--- config.mk ---
export PLATFORM = sky130hd
export DESIGN_NAME = dma_ccr
export DESIGN_NICKNAME = d
export VERILOG_FILES = /design/src/rtl/dma_ccr_pkg.sv /design/src/rtl/dma_ccr_fields.sv /design/src/rtl/dma_ccr_flag.sv /design/src/rtl/dma_ccr.sv
export SDC_FILE = /design/constraint.sdc
export NUM_CORES = 1
export LEC_CHECK = 0
export ABC_AREA = 1
export BUFFER_PORTS_ARGS = -buffer_cell sky130_fd_sc_hd__buf_4
export CORE_ASPECT_RATIO = 1.2
export CORE_MARGIN = 3
export CORE_UTILIZATION = 48
export CTS_BUF_LIST = sky130_fd_sc_hd__clkbuf_4 sky130_fd_sc_hd__clkbuf_8 sky130_fd_sc_hd__clkbuf_16
export CTS_CLUSTER_DIAMETER = 40
export CTS_CLUSTER_SIZE = 30
export DETAILED_ROUTE_END_ITERATION = 12
export PLACE_DENSITY = 0.87
export SLEW_MARGIN = 0
export SYNTH_ARGS = -nofsm -noshare
export SYNTH_HDL_FRONTEND = slang
export SYNTH_SLANG_ARGS = --single-unit
--- constraint.sdc ---
create_clock -name clk -period 3.9 [get_ports clk]
set_input_delay 1.17 -clock clk [delete_from_list [all_inputs] [get_ports clk]]
set_output_delay 1.17 -clock clk [all_outputs]
set_load 0.01 [all_outputs]
--- src/rtl/dma_ccr_pkg.sv ---
package dma_ccr_pkg;

    localparam int REG_W = 32;

    typedef enum logic [1:0] {
        FLG_CLEAR   = 2'd0,
        FLG_PENDING = 2'd1,
        FLG_SEEN    = 2'd2
    } flag_state_e;

    localparam int BIT_CNT_MODE = 31;
    localparam int BIT_HALF_FLG = 19;
    localparam int BIT_HALF_IE  = 18;
    localparam int BIT_BURST    = 5;
    localparam int BIT_END_IE   = 2;
    localparam int BIT_END_FLG  = 1;

    localparam logic [REG_W-1:0] MASK_BASE = 32'h9004_FF3D;
    localparam logic [REG_W-1:0] MASK_PINS = 32'h0083_00C0;
    localparam logic [REG_W-1:0] MASK_TPIN = 32'h0040_0000;
    localparam logic [REG_W-1:0] MASK_RSVD = 32'h6F30_0000;

    localparam int PIN_CHAN_LIMIT  = 4;
    localparam int TPIN_CHAN_LIMIT = 2;

    function automatic logic [REG_W-1:0] writable_mask(input int ch);
        logic [REG_W-1:0] m;
        m = MASK_BASE;
        if (ch < PIN_CHAN_LIMIT)  m = m | MASK_PINS;
        if (ch < TPIN_CHAN_LIMIT) m = m | MASK_TPIN;
        return m;
    endfunction

endpackage

--- src/rtl/dma_ccr_fields.sv ---
module dma_ccr_fields
    import dma_ccr_pkg::*;
#(
    parameter int CHAN_IDX = 0
) (
    input  logic             clk,
    input  logic             rst_n,
    input  logic             wr_en,
    input  logic [REG_W-1:0] wdata,
    output logic [REG_W-1:0] fields_q
);
    localparam logic [REG_W-1:0] WMASK = writable_mask(CHAN_IDX);

    always_ff @(posedge clk or negedge rst_n) begin
        if (!rst_n) begin
            fields_q <= '0;
        end else if (wr_en) begin
            fields_q <= wdata & WMASK;
        end
    end

    // reserved bits never hold a 1
    p_reserved_zero_r3: assert property (@(posedge clk) disable iff (!rst_n)
        (fields_q & MASK_RSVD) == '0);

    // pin controls on upper channels stay 0
    p_pin_locked_r4: assert property (@(posedge clk) disable iff (!rst_n)
        (CHAN_IDX >= PIN_CHAN_LIMIT) |-> ((fields_q & MASK_PINS) == '0));

    // without a write the fields hold
    p_hold_r2: assert property (@(posedge clk) disable iff (!rst_n)
        !wr_en |=> $stable(fields_q));

endmodule

--- src/rtl/dma_ccr_flag.sv ---
module dma_ccr_flag
    import dma_ccr_pkg::*;
(
    input  logic clk,
    input  logic rst_n,
    input  logic set_i,
    input  logic rd_i,
    input  logic clr_i,
    output logic flag_o
);
    flag_state_e state_q, state_d;

    always_comb begin
        state_d = state_q;
        unique case (state_q)
            FLG_CLEAR:   if (set_i) state_d = FLG_PENDING;
            FLG_PENDING: begin
                if (set_i)     state_d = FLG_PENDING;
                else if (rd_i) state_d = FLG_SEEN;
            end
            FLG_SEEN: begin
                if (set_i)      state_d = FLG_PENDING;
                else if (clr_i) state_d = FLG_CLEAR;
            end
            default:            state_d = FLG_CLEAR;
        endcase
    end

    always_ff @(posedge clk or negedge rst_n) begin
        if (!rst_n) state_q <= FLG_CLEAR;
        else        state_q <= state_d;
    end

    always_comb begin
        flag_o = (state_q == FLG_PENDING) || (state_q == FLG_SEEN);
    end

    // nothing but a set pulse raises the flag
    p_no_write_set_r6: assert property (@(posedge clk) disable iff (!rst_n)
        (!flag_o && !set_i) |=> !flag_o);

    // a set pulse always shows next cycle
    p_set_shows_r6: assert property (@(posedge clk) disable iff (!rst_n)
        set_i |=> flag_o);

    // a flag only falls from the read-as-one state
    p_clear_needs_read_r7: assert property (@(posedge clk) disable iff (!rst_n)
        $fell(flag_o) |-> ($past(state_q) == FLG_SEEN));

    // set pulse discards earlier read tracking
    p_set_rearms_r8: assert property (@(posedge clk) disable iff (!rst_n)
        set_i |=> (state_q == FLG_PENDING));

endmodule

--- src/rtl/dma_ccr.sv ---
module dma_ccr
    import dma_ccr_pkg::*;
#(
    parameter int CHAN_IDX = 0
) (
    input  logic             clk,
    input  logic             rst_n,
    input  logic             bus_wr,
    input  logic             bus_rd,
    input  logic [REG_W-1:0] bus_wdata,
    input  logic             half_set,
    input  logic             end_set,
    output logic [REG_W-1:0] reg_q,
    output logic             irq,
    output logic             config_error
);
    localparam int NUM_FLAGS = 2;
    localparam int FLAG_POS [NUM_FLAGS] = '{BIT_HALF_FLG, BIT_END_FLG};

    logic [REG_W-1:0]     fields_q;
    logic [NUM_FLAGS-1:0] flag_set;
    logic [NUM_FLAGS-1:0] flag_val;
    logic [REG_W-1:0]     flag_word;

    assign flag_set = {end_set, half_set};

    dma_ccr_fields #(.CHAN_IDX(CHAN_IDX)) u_fields (
        .clk      (clk),
        .rst_n    (rst_n),
        .wr_en    (bus_wr),
        .wdata    (bus_wdata),
        .fields_q (fields_q)
    );

    for (genvar i = 0; i < NUM_FLAGS; i++) begin : g_flag
        dma_ccr_flag u_flag (
            .clk    (clk),
            .rst_n  (rst_n),
            .set_i  (flag_set[i]),
            .rd_i   (bus_rd),
            .clr_i  (bus_wr && !bus_wdata[FLAG_POS[i]]),
            .flag_o (flag_val[i])
        );
    end

    always_comb begin
        flag_word = '0;
        for (int i = 0; i < NUM_FLAGS; i++) flag_word[FLAG_POS[i]] = flag_val[i];
    end

    assign reg_q = fields_q | flag_word;

    assign config_error = reg_q[BIT_BURST] && !reg_q[BIT_CNT_MODE];

    assign irq = (reg_q[BIT_END_FLG]  && reg_q[BIT_END_IE]) ||
                 (reg_q[BIT_HALF_FLG] && reg_q[BIT_HALF_IE]);

    // with both interrupt enables low there is no request
    p_irq_gated_r10: assert property (@(posedge clk) disable iff (!rst_n)
        (!reg_q[BIT_END_IE] && !reg_q[BIT_HALF_IE]) |-> !irq);

    // transfer-end pin enable absent above channel 1
    p_tpin_locked_r5: assert property (@(posedge clk) disable iff (!rst_n)
        (CHAN_IDX >= TPIN_CHAN_LIMIT) |-> ((reg_q & MASK_TPIN) == '0));

endmodule

==> metrics.cfg, run 1 <==
[worst_setup_path]
reg2reg_from = g_flag[0].u_flag.state_q[0]
cp_data_arrival_time_ns = 1.46
cp.required_ns = 2.73
reg2reg_to = g_flag[0].u_flag.state_q[0]
r2r_cells = 8
cp-start-kind = flop
rrSetupSlack_ns = 2.69
critPathCaptureType = output pin
crit_type = flop to output pin
path_max_fanout = 4

[min_path]
hp-start = u_fields.fields_q[16]
min_path_cells = 2
min_path_type = flop to flop
worst_hold_path.endpoint = u_fields.fields_q[16]

[yosys]
ys_warn_count = 0
syn_inst = 183
synth.distinct_cells = 15
mappedNetlistArea_um2 = 1380
seq_area_frac_synth_pct = 47.1
yosys_register_bits = 26
avgSynthCellArea_um2 = 7.54

[clocking]
cts_setup_buffers = 0
cts-root-buf = clkbuf_4
path_clk_slew_ns = 0.12
cts_buffer_depth = 2
clkLatencyLatePin_ns = 0.30
cts_buffers = 3
htree_levels = 1
ctsResizeCount = 0
numClockSinks = 26
cts_tree = done
cts-hold-fix-buffers = 0

[grt]
track_usage_pct = 16.6
grt_pass1_vias = 1078
grt_overflow_total = 0
grt_pass1_wl_um = 4460
grt_start_max_net_pins = 27
antenna_found_initial = 0

[layout]
layout-drive-gt1-share_pct = 27.0
most-common-layout-cells = 94 x nand2_1, 55 x buf_4, 26 x dfrtp_1
synthToLayoutAreaGrowth_pct = 28.8
final_common_cell = nand2_1
nets = 281
n_antenna_cell = 0
stdcell_count = 266

[placed_design]
gp_congestion = 0.653
hpwl_um = 2150
dp_cells = 263
io_buffers = 55

[sta]
skew_ns = 0.0000725
slew_violations = 0
fmax_ghz = 0.380
fin_crit_ns = 2.63
period_share_pct = 67.5
rsz0062_at_grt = false
fin_tns_setup_ns = 0
finalHoldViolCount = 0
finalSetupViolCount = 0

[floorplan]
rows = 20
core_area_um2 = 2630
boundaryPins = 72
die_h_um = 64.7
start_util_pct = 52.5
dieArea_um2 = 3560
die_x_um = 55.0

[detailed_routing]
post_drt_wl_per_cell_um = 10.4
drc = 0
drt_iter0_drc = 21
vias_per_cell = 4.51
dr.pass1.iters = 4
route.vias.total = 1199
routed_wl_um = 2760
antenna_left = 0

[job]
maxCapViolCount = 0

[status]
status = complete, no violations

[power_and_ir_drop]
power_leakage_uw = 0.00106
power_density_nw_per_um2 = 427
ir_worst_vdd_mv = 0.375

[critical path, cell delays in order, from the launching register on]
cell,delay (ns)
dfrtp_1,0.42
inv_1,0.08
ha_1,0.31
a22o_1,0.22
buf_4,0.14
[Yosys cell counts]
cell | instances | area share [%]
nand3_1 | 4 | 1.5
conb_1 | 1 | 0.27
a22o_1 | 1 | 0.63
nand2_1 | 94 | 26
nand4_1 | 1 | 0.45
ha_1 | 8 | 7.3
buf_2 | 3 | 1.1
nor2_2 | 2 | 0.91
inv_2 | 2 | 0.54
o21ai_0 | 1 | 0.36
inv_4 | 1 | 0.45
buf_4 | 12 | 6.5
dfrtp_1 | 26 | 47
nor2_1 | 11 | 3.0
inv_1 | 16 | 4.4
[logic make-up after synthesis]
| kind of cell | synth area share (%) |
|---|---|
| and+or+nand+nor | 31.4 |
| buffers and inverters | 13.0 |
| DFF | 47.1 |
| adders and majority gates | 7.25 |
| AOI/OAI and AO/OA | 0.997 |
| other | 0.272 |
[per-layer routing]
| layer | track usage (%) | share of wire [%] | up-vias |
|---|---|---|---|
| met1 | 20.1 | 41 | 537 |
| met4 | 2.74 | 0.51 | 0 |
| met2 | 29.6 | 51 | 38 |
| met5 | 0 | 0 | - |
| li1 | - | - | 622 |
| met3 | 3.45 | 7.7 | 2 |
[worst max path at each step]
stage | cells after the start | startpoint | slack (ns) | end
finish | 4 | g_flag[1].u_flag.state_q[0] | 1.27 | irq
global route | 4 | g_flag[0].u_flag.state_q[0] | 1.15 | irq
CTS | 4 | g_flag[0].u_flag.state_q[0] | 1.25 | irq
detailed placement | 4 | g_flag[1].u_flag.state_q[0] | 1.60 | irq
global placement | 4 | g_flag[1].u_flag.state_q[0] | 1.62 | irq
floorplan | 3 | g_flag[1].u_flag.state_q[0] | 1.77 | irq
[power by group]
group	total [uW]	internal [uW]	switching (uW)
registers	337	307	30.1
logic	318	149	170
clock network	104	35.9	68.0
total	760	492	268
[flip-flops by register name, summed over array words and instances, names as in the netlist]
name                   count
u_fields.fields_q         22
g_flag.u_flag.state_q      4
[through the flow]
| stage | setup WS (ns) | total power (uW) | hold slack (ns) | instance area (um^2) | utilization (%) |
|---|---|---|---|---|---|
| detailed placement | 1.60 | 670 | 0.459 | 1760 | 66.8 |
| global route | 1.15 | 833 | 0.523 | 1780 | 67.7 |
| global placement | 1.62 | 656 | 0.456 | 1760 | 66.8 |
| floorplan | 1.77 | 559 | 0.491 | 1410 | - |
| CTS | 1.25 | 772 | 0.489 | 1780 | 67.7 |
| finish | 1.27 | 760 | 0.488 | 1780 | 67.7 |
[layout make-up]
type,instances,area (um^2)
clock buffers,3,22.5
fillers,238,850
inverters,19,73.8
multi-input cells,130,577
flip-flops and latches,26,651
well taps,33,41.3
repair buffers,55,413
(Power assumes the default switching activity.)
==> run 2: changes to the inputs <==
- ABC_AREA: 1 -> 0
- CORE_UTILIZATION: 48 -> 39
- PLACE_DENSITY: 0.87 -> 0.78
- clock period: 3.9 -> 2.35 ns (I/O delays scaled with it)
==> run 2 against run 1 <==
Against the previous run: sequential cell count did not move; sequential share of layout area rose by 1.4 points; global-route usage fell by 2.5 points; highest routed layer unchanged; hold slack got worse by 0.23 ns; clock skew barely moved; wire length fell by 8.2%; first-iteration DRC count fell by 9.5%; clock-buffer cell count rose by 1.
==> metrics.cfg, run 2 <==
[status]
status = complete, no violations

[grt]
gr-max-usage-layer = met2
grtUsageMet3_pct = 5.03
grt_pass1_wl_um = 4240
antenna_found_initial = 0
grtUsageMet1_pct = 13.7
grt_start_max_net_pins = 27
grt_overflow_total = 0
use_met2_pct = 25.4
track_usage_pct = 14.0
grt_pass1_vias = 1023

[floorplan]
boundaryPins = 72
rows = 22
core_area_um2 = 3110
die_x_um = 58.3
dieArea_um2 = 4000
die_h_um = 68.7
start_util_pct = 41.1

[clocking]
ctsResizeCount = 0
clkLatencyLatePin_ns = 0.32
path_clk_slew_ns = 0.13
cts_tree = done
cts_buffer_depth = 2
cts-hold-fix-buffers = 0
cts_buffers = 3
cts_setup_buffers = 0
htree_levels = 1
numClockSinks = 26
cts-root-buf = clkbuf_4

[placed_design]
io_buffers = 55
dp_cells = 183
gp_congestion = 0.706
place_area_um2 = 1680
hpwl_um = 2060

[sta]
slew_violations = 0
finalHoldViolCount = 0
skew_ns = 0.0000264
fmax_ghz = 0.456
period_share_pct = 93.3
finalSetupViolCount = 0
rsz0062_at_grt = false
fin_tns_setup_ns = 0
fin_crit_ns = 2.19
timing.hold.ws_ns = 0.256

[yosys]
synthFlopType = dfrtp_1
synth.distinct_cells = 21
synth_fa_ha_area_share_pct = 7.83
seq_area_frac_synth_pct = 50.9
synth-async-reset-ratio_pct = 100
synth_edf_count = 0
yosysTopAreaCell = dfrtp_1
synth_top_family_by_area = multiplexers
syn_inst = 97
synthMuxAreaShare_pct = 21.1
netlist.area_leader.share_pct = 50.9
yosys_register_bits = 26
synth_xor_area_share_pct = 0
ys_warn_count = 0
mappedNetlistArea_um2 = 1280
ys_top_cells_by_count = 26 x dfrtp_1, 22 x mux2_2, 10 x buf_4
avgSynthCellArea_um2 = 13.2
synth_most_common_cell = dfrtp_1
post_synth_and_or_nand_nor_area_fraction_pct = 4.79
synth_compound_area_share_pct = 6.65
synth_area_leaders = dfrtp_1 51%, mux2_2 19%, ha_1 7.8%, buf_4 5.9%, nor3b_2 2.0%

[detailed_routing]
routed_wl_um = 2530
dr.pass1.iters = 4
drc = 0
vias_per_cell = 4.93
post_drt_wl_per_cell_um = 13.5
route.vias.total = 921
antenna_left = 0
drt_iter0_drc = 19

[worst_setup_path]
reg2reg_to = g_flag[1].u_flag.state_q[0]
cp-endpoint = irq
crit_type = flop to output pin
startpoint = g_flag[1].u_flag.state_q[0]
r2r_cells = 5
slowest_delay_ns = 0.41
reg2reg_from = g_flag[1].u_flag.state_q[0]
cp-start-kind = flop
path_max_fanout = 4
cp_data_arrival_time_ns = 1.49
cp.required_ns = 1.64
rrSetupSlack_ns = 0.77
crit_path_top_delay_cell = dfrtp_1
crit_chain = inv_1 > ha_1 > a22o_1 > buf_4
critPathCaptureType = output pin

[power_and_ir_drop]
p_switching_uw = 445
ir_worst_vdd_mv = 0.514
seq_power_share_pct = 42.1
p_sw_share_pct = 32.9
power_leakage_uw = 0.000843
comb_power_share_pct = 41.5
power_density_nw_per_um2 = 790
clkPwrFrac_pct = 16.3
p_int_uw = 909

[min_path]
min_path_type = primary input to async pin

[layout]
final_common_cell = buf_4
largest_reg_flops = 22
nets = 198
stdcell_count = 187
layout-drive-gt1-share_pct = 55.6
n_antenna_cell = 0
fin_area_um2 = 1710
most-common-layout-cells = 55 x buf_4, 26 x dfrtp_1, 22 x mux2_2
reg_top3 = u_fields.fields_q (22), g_flag.u_flag.state_q (4)
top_register = u_fields.fields_q
synthToLayoutAreaGrowth_pct = 34.1

[job]
maxCapViolCount = 0

==> run 2: how the worst min path moves through the flow <==
stage	startpoint	end	slack [ns]	depth (start not counted)
after floorplan	rst_n	g_flag[0].u_flag.state_q[0]	0.41	0
after global placement	u_fields.fields_q[9]	u_fields.fields_q[9]	0.49	1
after detailed placement	u_fields.fields_q[8]	u_fields.fields_q[8]	0.50	1
after CTS	rst_n	u_fields.fields_q[23]	0.25	1
after global routing	rst_n	u_fields.fields_q[23]	0.25	1
final	rst_n	u_fields.fields_q[11]	0.26	1
==> run 2: per-layer routing <==
metal | part of all wire, % | wire length [um] | vias to the layer above
met4 | 2.3 | 59 | 0
met5 | 0 | 0 | -
met3 | 12 | 309 | 5
met2 | 50 | 1260 | 53
met1 | 36 | 906 | 445
li1 | - | - | 418
==> run 2: layout make-up <==
type                            count  area, um^2
Fill cell                         258        1400
Inverter                            6        22.5
Tap cell                           36        45.0
Clock buffer                        4        36.3
Sequential cell                    26         651
Multi-Input combinational cell     60         547
Timing Repair Buffer               55         413
==> run 2: power by group through the flow <==
stage	registers (uW)	logic, uW	clock network, uW
detailed placement	580	572	0
floorplan	589	362	0
global placement	573	533	0
global route	586	626	246
CTS	572	572	233
finish	571	562	221
==> run 2: worst max-delay path: cells and delay by family, from the launching register on <==
family | cells | cell delay, ns
flip-flops | 1 | 0.41
adder cells (fa/ha/maj) | 1 | 0.32
buffers and inverters | 2 | 0.22
AO/OA/AOI/OAI | 1 | 0.22
==> run 2: kinds of logic (layout without fill, tap and decap cells) <==
logic type / count (synthesis) / count (layout)
muxes: 24 / 24
and+or+nand+nor: 8 / 8
adders and majority gates: 8 / 8
other: 1 / 8
AOI/OAI and AO/OA: 12 / 12
buffers and inverters: 18 / 65
DFF: 26 / 26
==> run 2: per-stage QoR <==
stage,setup WS [ns],utilization [%],total power (uW)
2_1_floorplan,0.687,-,951
3_3_place_gp,0.480,53.9,1110
3_5_place_dp,0.424,53.9,1150
4_1_cts,0.140,55.1,1380
5_1_grt,0.0765,55.1,1460
6_report,0.158,55.1,1350
